**src/rtl/ppctl_pkg.sv**
```systemverilog
package ppctl_pkg;

    typedef enum logic [2:0] {
        MODE_STD   = 3'b000,
        MODE_BIDIR = 3'b001,
        MODE_RSV_A = 3'b010,
        MODE_FIFO  = 3'b011,
        MODE_ENH   = 3'b100,
        MODE_RSV_B = 3'b101,
        MODE_TEST  = 3'b110,
        MODE_CFG   = 3'b111
    } port_mode_e;

    typedef struct packed {
        port_mode_e  mode;
        logic [4:0]  rsvd;
    } ctl_reg_t;

    typedef struct packed {
        logic svc;
        logic full;
        logic empty;
    } fifo_flags_t;

    localparam logic [4:0] RSVD_PATTERN = 5'b00001;
    localparam logic [1:0] ADDR_CTL     = 2'd0;
    localparam logic [1:0] ADDR_CFGB    = 2'd1;
    localparam int         CFGB_IRQ_BIT = 6;

    function automatic logic mode_is_reserved(input port_mode_e m);
        return (m == MODE_RSV_A) || (m == MODE_RSV_B);
    endfunction

    function automatic logic [7:0] ctl_readback(input ctl_reg_t c, input fifo_flags_t f);
        return {c.mode, c.rsvd[4:3], f.svc, f.full, f.empty};
    endfunction

endpackage

```
**src/rtl/ppctl_regs.sv**
```systemverilog
module ppctl_regs
    import ppctl_pkg::*;
(
    input  logic       clk,
    input  logic       rst,
    input  logic       wr_ctl,
    input  logic [7:0] wdata,
    output ctl_reg_t   ctl,
    output logic       err
);
    always_ff @(posedge clk) begin
        if (rst) begin
            ctl.mode <= MODE_STD;
            ctl.rsvd <= RSVD_PATTERN;
        end else if (wr_ctl) begin
            ctl.mode <= port_mode_e'(wdata[7:5]);
            ctl.rsvd <= wdata[4:0];
        end
    end

    assign err = mode_is_reserved(ctl.mode) || (ctl.rsvd != RSVD_PATTERN);
endmodule

```
**src/rtl/ppctl_flags.sv**
```systemverilog
module ppctl_flags
    import ppctl_pkg::*;
#(
    parameter int DEPTH  = 16,
    parameter int THRESH = 8,
    parameter int CNT_W  = $clog2(DEPTH + 1)
) (
    input  logic [CNT_W-1:0] count,
    input  logic             dir_rev,
    output fifo_flags_t      flags
);
    localparam int         CW      = CNT_W + 1;
    localparam logic [CW-1:0] DEPTH_V  = CW'(DEPTH);
    localparam logic [CW-1:0] THRESH_V = CW'(THRESH);

    logic [CW-1:0] held;
    logic [CW-1:0] space;

    assign held  = {1'b0, count};
    assign space = DEPTH_V - held;

    always_comb begin
        flags.empty = (held == '0);
        flags.full  = (held == DEPTH_V);
        flags.svc   = dir_rev ? (held >= THRESH_V) : (space >= THRESH_V);
    end
endmodule

```
**src/rtl/ppctl_svc_irq.sv**
```systemverilog
module ppctl_svc_irq (
    input  logic clk,
    input  logic rst,
    input  logic enable,
    input  logic svc,
    output logic irq
);
    logic svc_prev;

    always_ff @(posedge clk) begin
        if (rst) svc_prev <= 1'b0;
        else     svc_prev <= svc;
    end

    assign irq = enable && svc && !svc_prev;
endmodule

```
**src/rtl/ppfifo_ctrl.sv**
```systemverilog
module ppfifo_ctrl
    import ppctl_pkg::*;
#(
    parameter int DEPTH  = 16,
    parameter int THRESH = 8,
    parameter int CNT_W  = $clog2(DEPTH + 1)
) (
    input  logic             clk,
    input  logic             rst,
    input  logic             wr_en,
    input  logic             rd_en,
    input  logic [1:0]       addr,
    input  logic [7:0]       wdata,
    output logic [7:0]       rdata,
    input  logic [CNT_W-1:0] fifo_count,
    input  logic             dir_rev,
    input  logic             port_irq,
    output logic             mode_err,
    output logic             svc_irq
);
    ctl_reg_t    ctl;
    fifo_flags_t flags;
    logic [2:0]  mode_q;

    ppctl_regs u_regs (
        .clk    (clk),
        .rst    (rst),
        .wr_ctl (wr_en && (addr == ADDR_CTL)),
        .wdata  (wdata),
        .ctl    (ctl),
        .err    (mode_err)
    );

    ppctl_flags #(.DEPTH(DEPTH), .THRESH(THRESH), .CNT_W(CNT_W)) u_flags (
        .count   (fifo_count),
        .dir_rev (dir_rev),
        .flags   (flags)
    );

    ppctl_svc_irq u_irq (
        .clk    (clk),
        .rst    (rst),
        .enable (ctl.mode == MODE_FIFO),
        .svc    (flags.svc),
        .irq    (svc_irq)
    );

    assign mode_q = ctl.mode;

    always_comb begin
        rdata = 8'h00;
        if (rd_en) begin
            unique case (addr)
                ADDR_CTL:  rdata = ctl_readback(ctl, flags);
                ADDR_CFGB: if (ctl.mode == MODE_CFG) rdata[CFGB_IRQ_BIT] = port_irq;
                default:   rdata = 8'h00;
            endcase
        end
    end
endmodule

```
**config.mk**
```make
export PLATFORM = sky130hd
export DESIGN_NAME = ppfifo_ctrl
export DESIGN_NICKNAME = d
export VERILOG_FILES = /design/src/rtl/ppctl_pkg.sv /design/src/rtl/ppctl_regs.sv /design/src/rtl/ppctl_flags.sv /design/src/rtl/ppctl_svc_irq.sv /design/src/rtl/ppfifo_ctrl.sv
export SDC_FILE = /design/constraint.sdc
export NUM_CORES = 1
export LEC_CHECK = 0
export BUFFER_PORTS_ARGS = -buffer_cell sky130_fd_sc_hd__buf_2
export CAP_MARGIN = 20
export CORE_AREA = 2 2 39 41
export DETAILED_ROUTE_END_ITERATION = 8
export DIE_AREA = 0 0 41 43
export GPL_TIMING_DRIVEN = 1
export PLACE_DENSITY = 0.73
export SYNTH_ARGS = -nofsm -noshare
export SYNTH_HDL_FRONTEND = slang
export SYNTH_SLANG_ARGS = --single-unit
```
**constraint.sdc**
```tcl
create_clock -name clk -period 1.9 [get_ports clk]
set_clock_uncertainty 0.05 [all_clocks]
set_input_delay 0 -clock clk [delete_from_list [all_inputs] [get_ports clk]]
set_output_delay 0 -clock clk [all_outputs]
set_load 0.03 [all_outputs]
```
**Yosys cells after proc, flatten, opt, wreduce, memory -nomap -nowiden**

Index checks and enable logic that the tools add are counted.

- Word-level logic and storage cells: 27
- Flip-flop bits (word level): 9

- Reductions and logical operators: 8
- $lt $le $gt $ge: 2
- Equal/unequal tests: 7
- Mux-type cells: 6
- $add $sub $neg: 1

Operators with widths:

| operator | count |
|---|---|
| 2-to-1 mux 8 bit | 1 |
| == test 3 x 2 -> 1 bit (second input constant) | 2 |
| == test 3 bit (second input constant) | 2 |
| >= comparator 6 x 4 -> 1 bit (second input constant) | 1 |
| logical NOT 6 bit | 1 |
| 2-to-1 mux 6 bit | 1 |
| subtractor 5 x 5 -> 6 bit (first input constant) | 1 |
| == test 5 bit (second input constant) | 1 |
| >= comparator 5 x 4 -> 1 bit (second input constant) | 1 |
| != test 5 x 1 -> 1 bit (second input constant) | 1 |
| logical AND 1 bit | 3 |
| 2-to-1 mux 1 bit | 3 |
| == test 2 x 1 -> 1 bit (second input constant) | 1 |
| logical NOT 2 bit | 1 |
| logical OR 1 bit | 2 |
| one-hot mux 1 bit (2 select lines) | 1 |
| logical NOT 1 bit | 1 |

**Depth between registers and ports, before layout**

- Depth in word-level cells: 5
- Gate-level depth with buffers: 5
- Mapped depth without buffers: 5

**By module**

Synthesis repeated with hierarchy kept, for this count alone.

- Cells, all modules: 56
- Area total of the unflattened synthesis: 535.5 um^2

Modules (own cells, without submodules):

| module | cells an instance | area each (um^2) | times used |
|---|---|---|---|
| ppctl_regs | 30 | 311.5 | 1 |
| ppctl_flags | 9 | 95.1 | 1 |
| ppfifo_ctrl | 14 | 93.8 | 1 |
| ppctl_svc_irq | 3 | 35.0 | 1 |

**Worst setup path before layout**

OpenSTA, ideal clock, no wires.

- Kind: in2out
- Start: in fifo_count[0]
- End: out rdata[2]
- Stages: 5
- Path buffers: 0
- Path slack: 0.336 ns
- Arrival time: 1.514 ns
- Cell sequence: nor4_1 > ha_1 > nor4bb_1 > a32o_1 > nor2_1

- Longest elaborated chain between the ends: 5

RTL lines:

| element | RTL line | text |
|---|---|---|
| start: declaration | ppfifo_ctrl.sv:15 | `input logic [CNT_W-1:0] fifo_count,` |
| subtractor 5 x 5 -> 6 bit | ppctl_flags.sv:20 | `assign space = DEPTH_V - held;` |
| >= comparator 6 x 4 -> 1 bit | ppctl_flags.sv:25 | `flags.svc = dir_rev ? (held >= THRESH_V) : (space >= THRESH_V);` |
| 2-to-1 mux 1 bit * | ppctl_flags.sv:25 |  |
| 2-to-1 mux 6 bit * | ppfifo_ctrl.sv:53 | `unique case (addr)` |
| 2-to-1 mux 8 bit * | ppfifo_ctrl.sv:52 | `if (rd_en) begin` |
| end: declaration | ppfifo_ctrl.sv:14 | `output logic [7:0] rdata,` |

Mark *: on every way between the ends. The rest lies on a longest branch, timed or not.

**Worst setup path after layout**

- Start: in fifo_count[3]
- End: out svc_irq

- Longest elaborated chain between the ends: 5

RTL lines:

| element | RTL line | text |
|---|---|---|
| subtractor 5 x 5 -> 6 bit | ppctl_flags.sv:20 |  |
| >= comparator 6 x 4 -> 1 bit | ppctl_flags.sv:25 |  |
| 2-to-1 mux 1 bit * | ppctl_flags.sv:25 |  |
| logical AND 1 bit * (2 in a row) | ppctl_svc_irq.sv:15 | `assign irq = enable && svc && !svc_prev;` |
| end: declaration | ppfifo_ctrl.sv:19 | `output logic svc_irq` |

Marks and branches as above.

==> impl_results.md <==
* Status: finished, final reports clean
* Post-route setup TNS at 0 ns
* Clk sink count at 9
* CTS tree: built
* GPL Wtd Cong at 0.6472
* Most frequent CP cell: buf_2
* Hold WC Path Type: in -> reg
* Leak at 0.0004298 uW
* Final setup violation count at 0
* Async SR Flop Fraction at 0%
* Slew Viols, Final at 0
* Seq/Total Area, Yosys at a little over a third
* Rel. slew slack at 56.60%
* Via density at 4.815
* Worst Path Required at 1.85 ns
* Layout cell share with drive strength beyond 1 at between 30% and 40%
* Sequential Area at 180.2 um2
* Clock power share at 33.7%
* Die width at 41 um
* Max VDD drop at roughly 330 uV
* DR pass1 iterations at 4
* Max Buffers Root-to-Sink at 2
* Mapped Area at 511.7 um2
* DRC Markers at 0
* Cells after Synth at 59
* CP max stage delay at between 0.4 and 0.5 ns
* Setup crit end kind: output port
* DRT Wirelength at 1.339 mm
* Commonest cells after routing, fill and taps aside: buf_2 (30), dlygate4sd3_1 (16), nor2_1 (11)
* Hold_ws at about 0.1 ns
* Clk root buf: clkbuf_4
* Crit path cell chain: buf_2 -> nor4_1 -> ha_1 -> nor4bb_1 -> a32o_1 -> nor2_1 -> buf_2
* Grt met1 use at 20.66%
* Fill count at ~140
* Crit path kind: in -> out
* Final Net Count at 132
* First-pass GRT wire length at between 2 and 2.5 mm
* Switch Pwr at about 120 uW
* Port buffer count at 30
* Htree depth at 1
* Fmax at roughly 610 MHz
* Clock slew at reported path FFs at 0.06 ns
* Largest net degree at the start of global routing at 10
* Final period util at 86.12%
* CTS Buf Count at 3
* FF+latch count, synth at 9
* Pwr/cell area at 525.9 nW/um2
* Final Hold Viols at 0
* Initial antenna violation count at 0
* Die Height at between 40 and 50 um
* Via count at 597
* Crit path launch type: input port
* Initial DRC count at 9
* Total of max-cap violations at 0
* CP Max Fanout at 3
* Total GRT Usage at 17.07%
* Logic pwr share at 21.8%
* GR Util met2 at between 20 and 30%
* Sequential power share at between 40% and 50%
* Min cycle time layout at 1.636 ns
* Pint at between 300 and 400 uW
* ANT nets after route at 0
* Syn Area/Cell at 8.674 um2
* I/O pin count at 31
* # resized after CTS at 0
* RSZ-0062 raised after global routing: false
* Die ar. at 1763 um2
* Multi-input logic area at 312.8 um2
* Synth unique cells at 24
* Gr ovfl total at 0
* Core area at 1384 um2
* Dpl hpwl at ~900 um
* Synth Net Count at a little over 80
* Most common cell after layout, fill and taps aside: buf_2
* Site Rows at 14
* Switching share of power at between 20% and 30%
* Main synth FF type: dfxtp_1
* Crit path DAT at roughly 1.6 ns
* Global-route track usage on met3 at under 10%
* Worst slew pin tran at 0.6496 ns
* # diodes at 0
* Via count of the first global-routing pass at between 500 and 600
* Worst skew pair latency at 0.26 ns
* Synth warnings at 0
* GR peak layer: met2
* DR WL/cell at 10.80 um
* Synth-to-layout area growth at 68.95%
* Slowest cell on the critical path: nor4_1
* Initial core utilization at 36.98%
* EDFF count, synth at 0
## kinds of logic (layout without fill, tap and decap cells)
logic type	after synthesis	count (layout)	share of synthesized area, %
and+or+nand+nor	33	33	36.43
adders and majority gates	2	2	4.889
buffers and inverters	4	53	3.668
AOI/OAI and AO/OA	4	4	6.112
DFF	9	9	35.21
muxes	7	7	13.69
## cell type report
cell class,instances,share of cell area (%)
clock buffer,4,3.039
inverter,2,0.8683
multi-input combinational,46,36.18
sequential,9,20.84
tap,16,2.315
timing repair buffer,47,36.76
## state kept, by name, summed over array words and instances (netlist names)
register and count:
u_irq.svc_prev 1, u_regs.ctl 8
## power groups by stage
stage	sequential, uW	combinational [uW]	clock [uW]
2_1_floorplan	205	44.8	0
3_3_place_gp	206	75.9	0
3_5_place_dp	206	77.8	0
4_1_cts	202	98.9	156
5_1_grt	204	110	171
6_report	202	99.2	153
## cells in the mapped netlist (2+ instances only)
master | n | share of area, %
nor2_1 | 11 | 8.1
dfxtp_1 | 9 | 35
mux2i_1 | 7 | 14
and2_1 | 6 | 7.3
nand2_1 | 3 | 2.2
ha_1 | 2 | 4.9
inv_1 | 2 | 1.5
nor3b_1 | 2 | 2.9
nor4_1 | 2 | 2.4
## layer usage
| layer | vias to the layer above | wire (um) |
|---|---|---|
| met5 | - | 0 |
| met1 | 267 | 604 |
| met2 | 24 | 631 |
| met3 | 0 | 103 |
| li1 | 306 | - |
| met4 | 0 | 0 |
## worst max-delay path, delay by kind of cell
kind	cells	cell delay [ns]
fa+ha+maj	1	0.34
buf+inv	2	0.31
simple gates	3	0.70
compound gates	1	0.23
## through the flow
stage / instances / cell area (um2) / util (%) / power, uW / setup slack (ns)
2_1_floorplan: 59 / 511.7 / - / 249.5 / 0.3357
3_3_place_gp: 104 / 678.2 / 49.01 / 282.1 / 0.3281
3_5_place_dp: 104 / 678.2 / 49.01 / 284.3 / 0.2435
4_1_cts: 124 / 864.6 / 62.48 / 457.0 / 0.2404
5_1_grt: 124 / 864.6 / 62.48 / 483.9 / 0.1196
6_report: 124 / 864.6 / 62.48 / 454.7 / 0.2637
## timing repair
item                                   in CTS  in global routing
hold buffers                               16                  0
setup buffers                               0                  0
endpoints found under the hold margin       9                  0
## worst paths after layout
kind                               startpoint              to  slack [ns]  cells past startpoint
worst max-delay path            fifo_count[3]         svc_irq        0.26                      7
worst min-delay path            fifo_count[3]  u_irq.svc_prev         0.1                      3
worst max register to register  u_regs.ctl[6]   u_regs.ctl[6]        0.64                      3
worst min register to register  u_regs.ctl[0]   u_regs.ctl[0]        0.53                      2
Note: power is estimated with default switching activity, not from simulation.
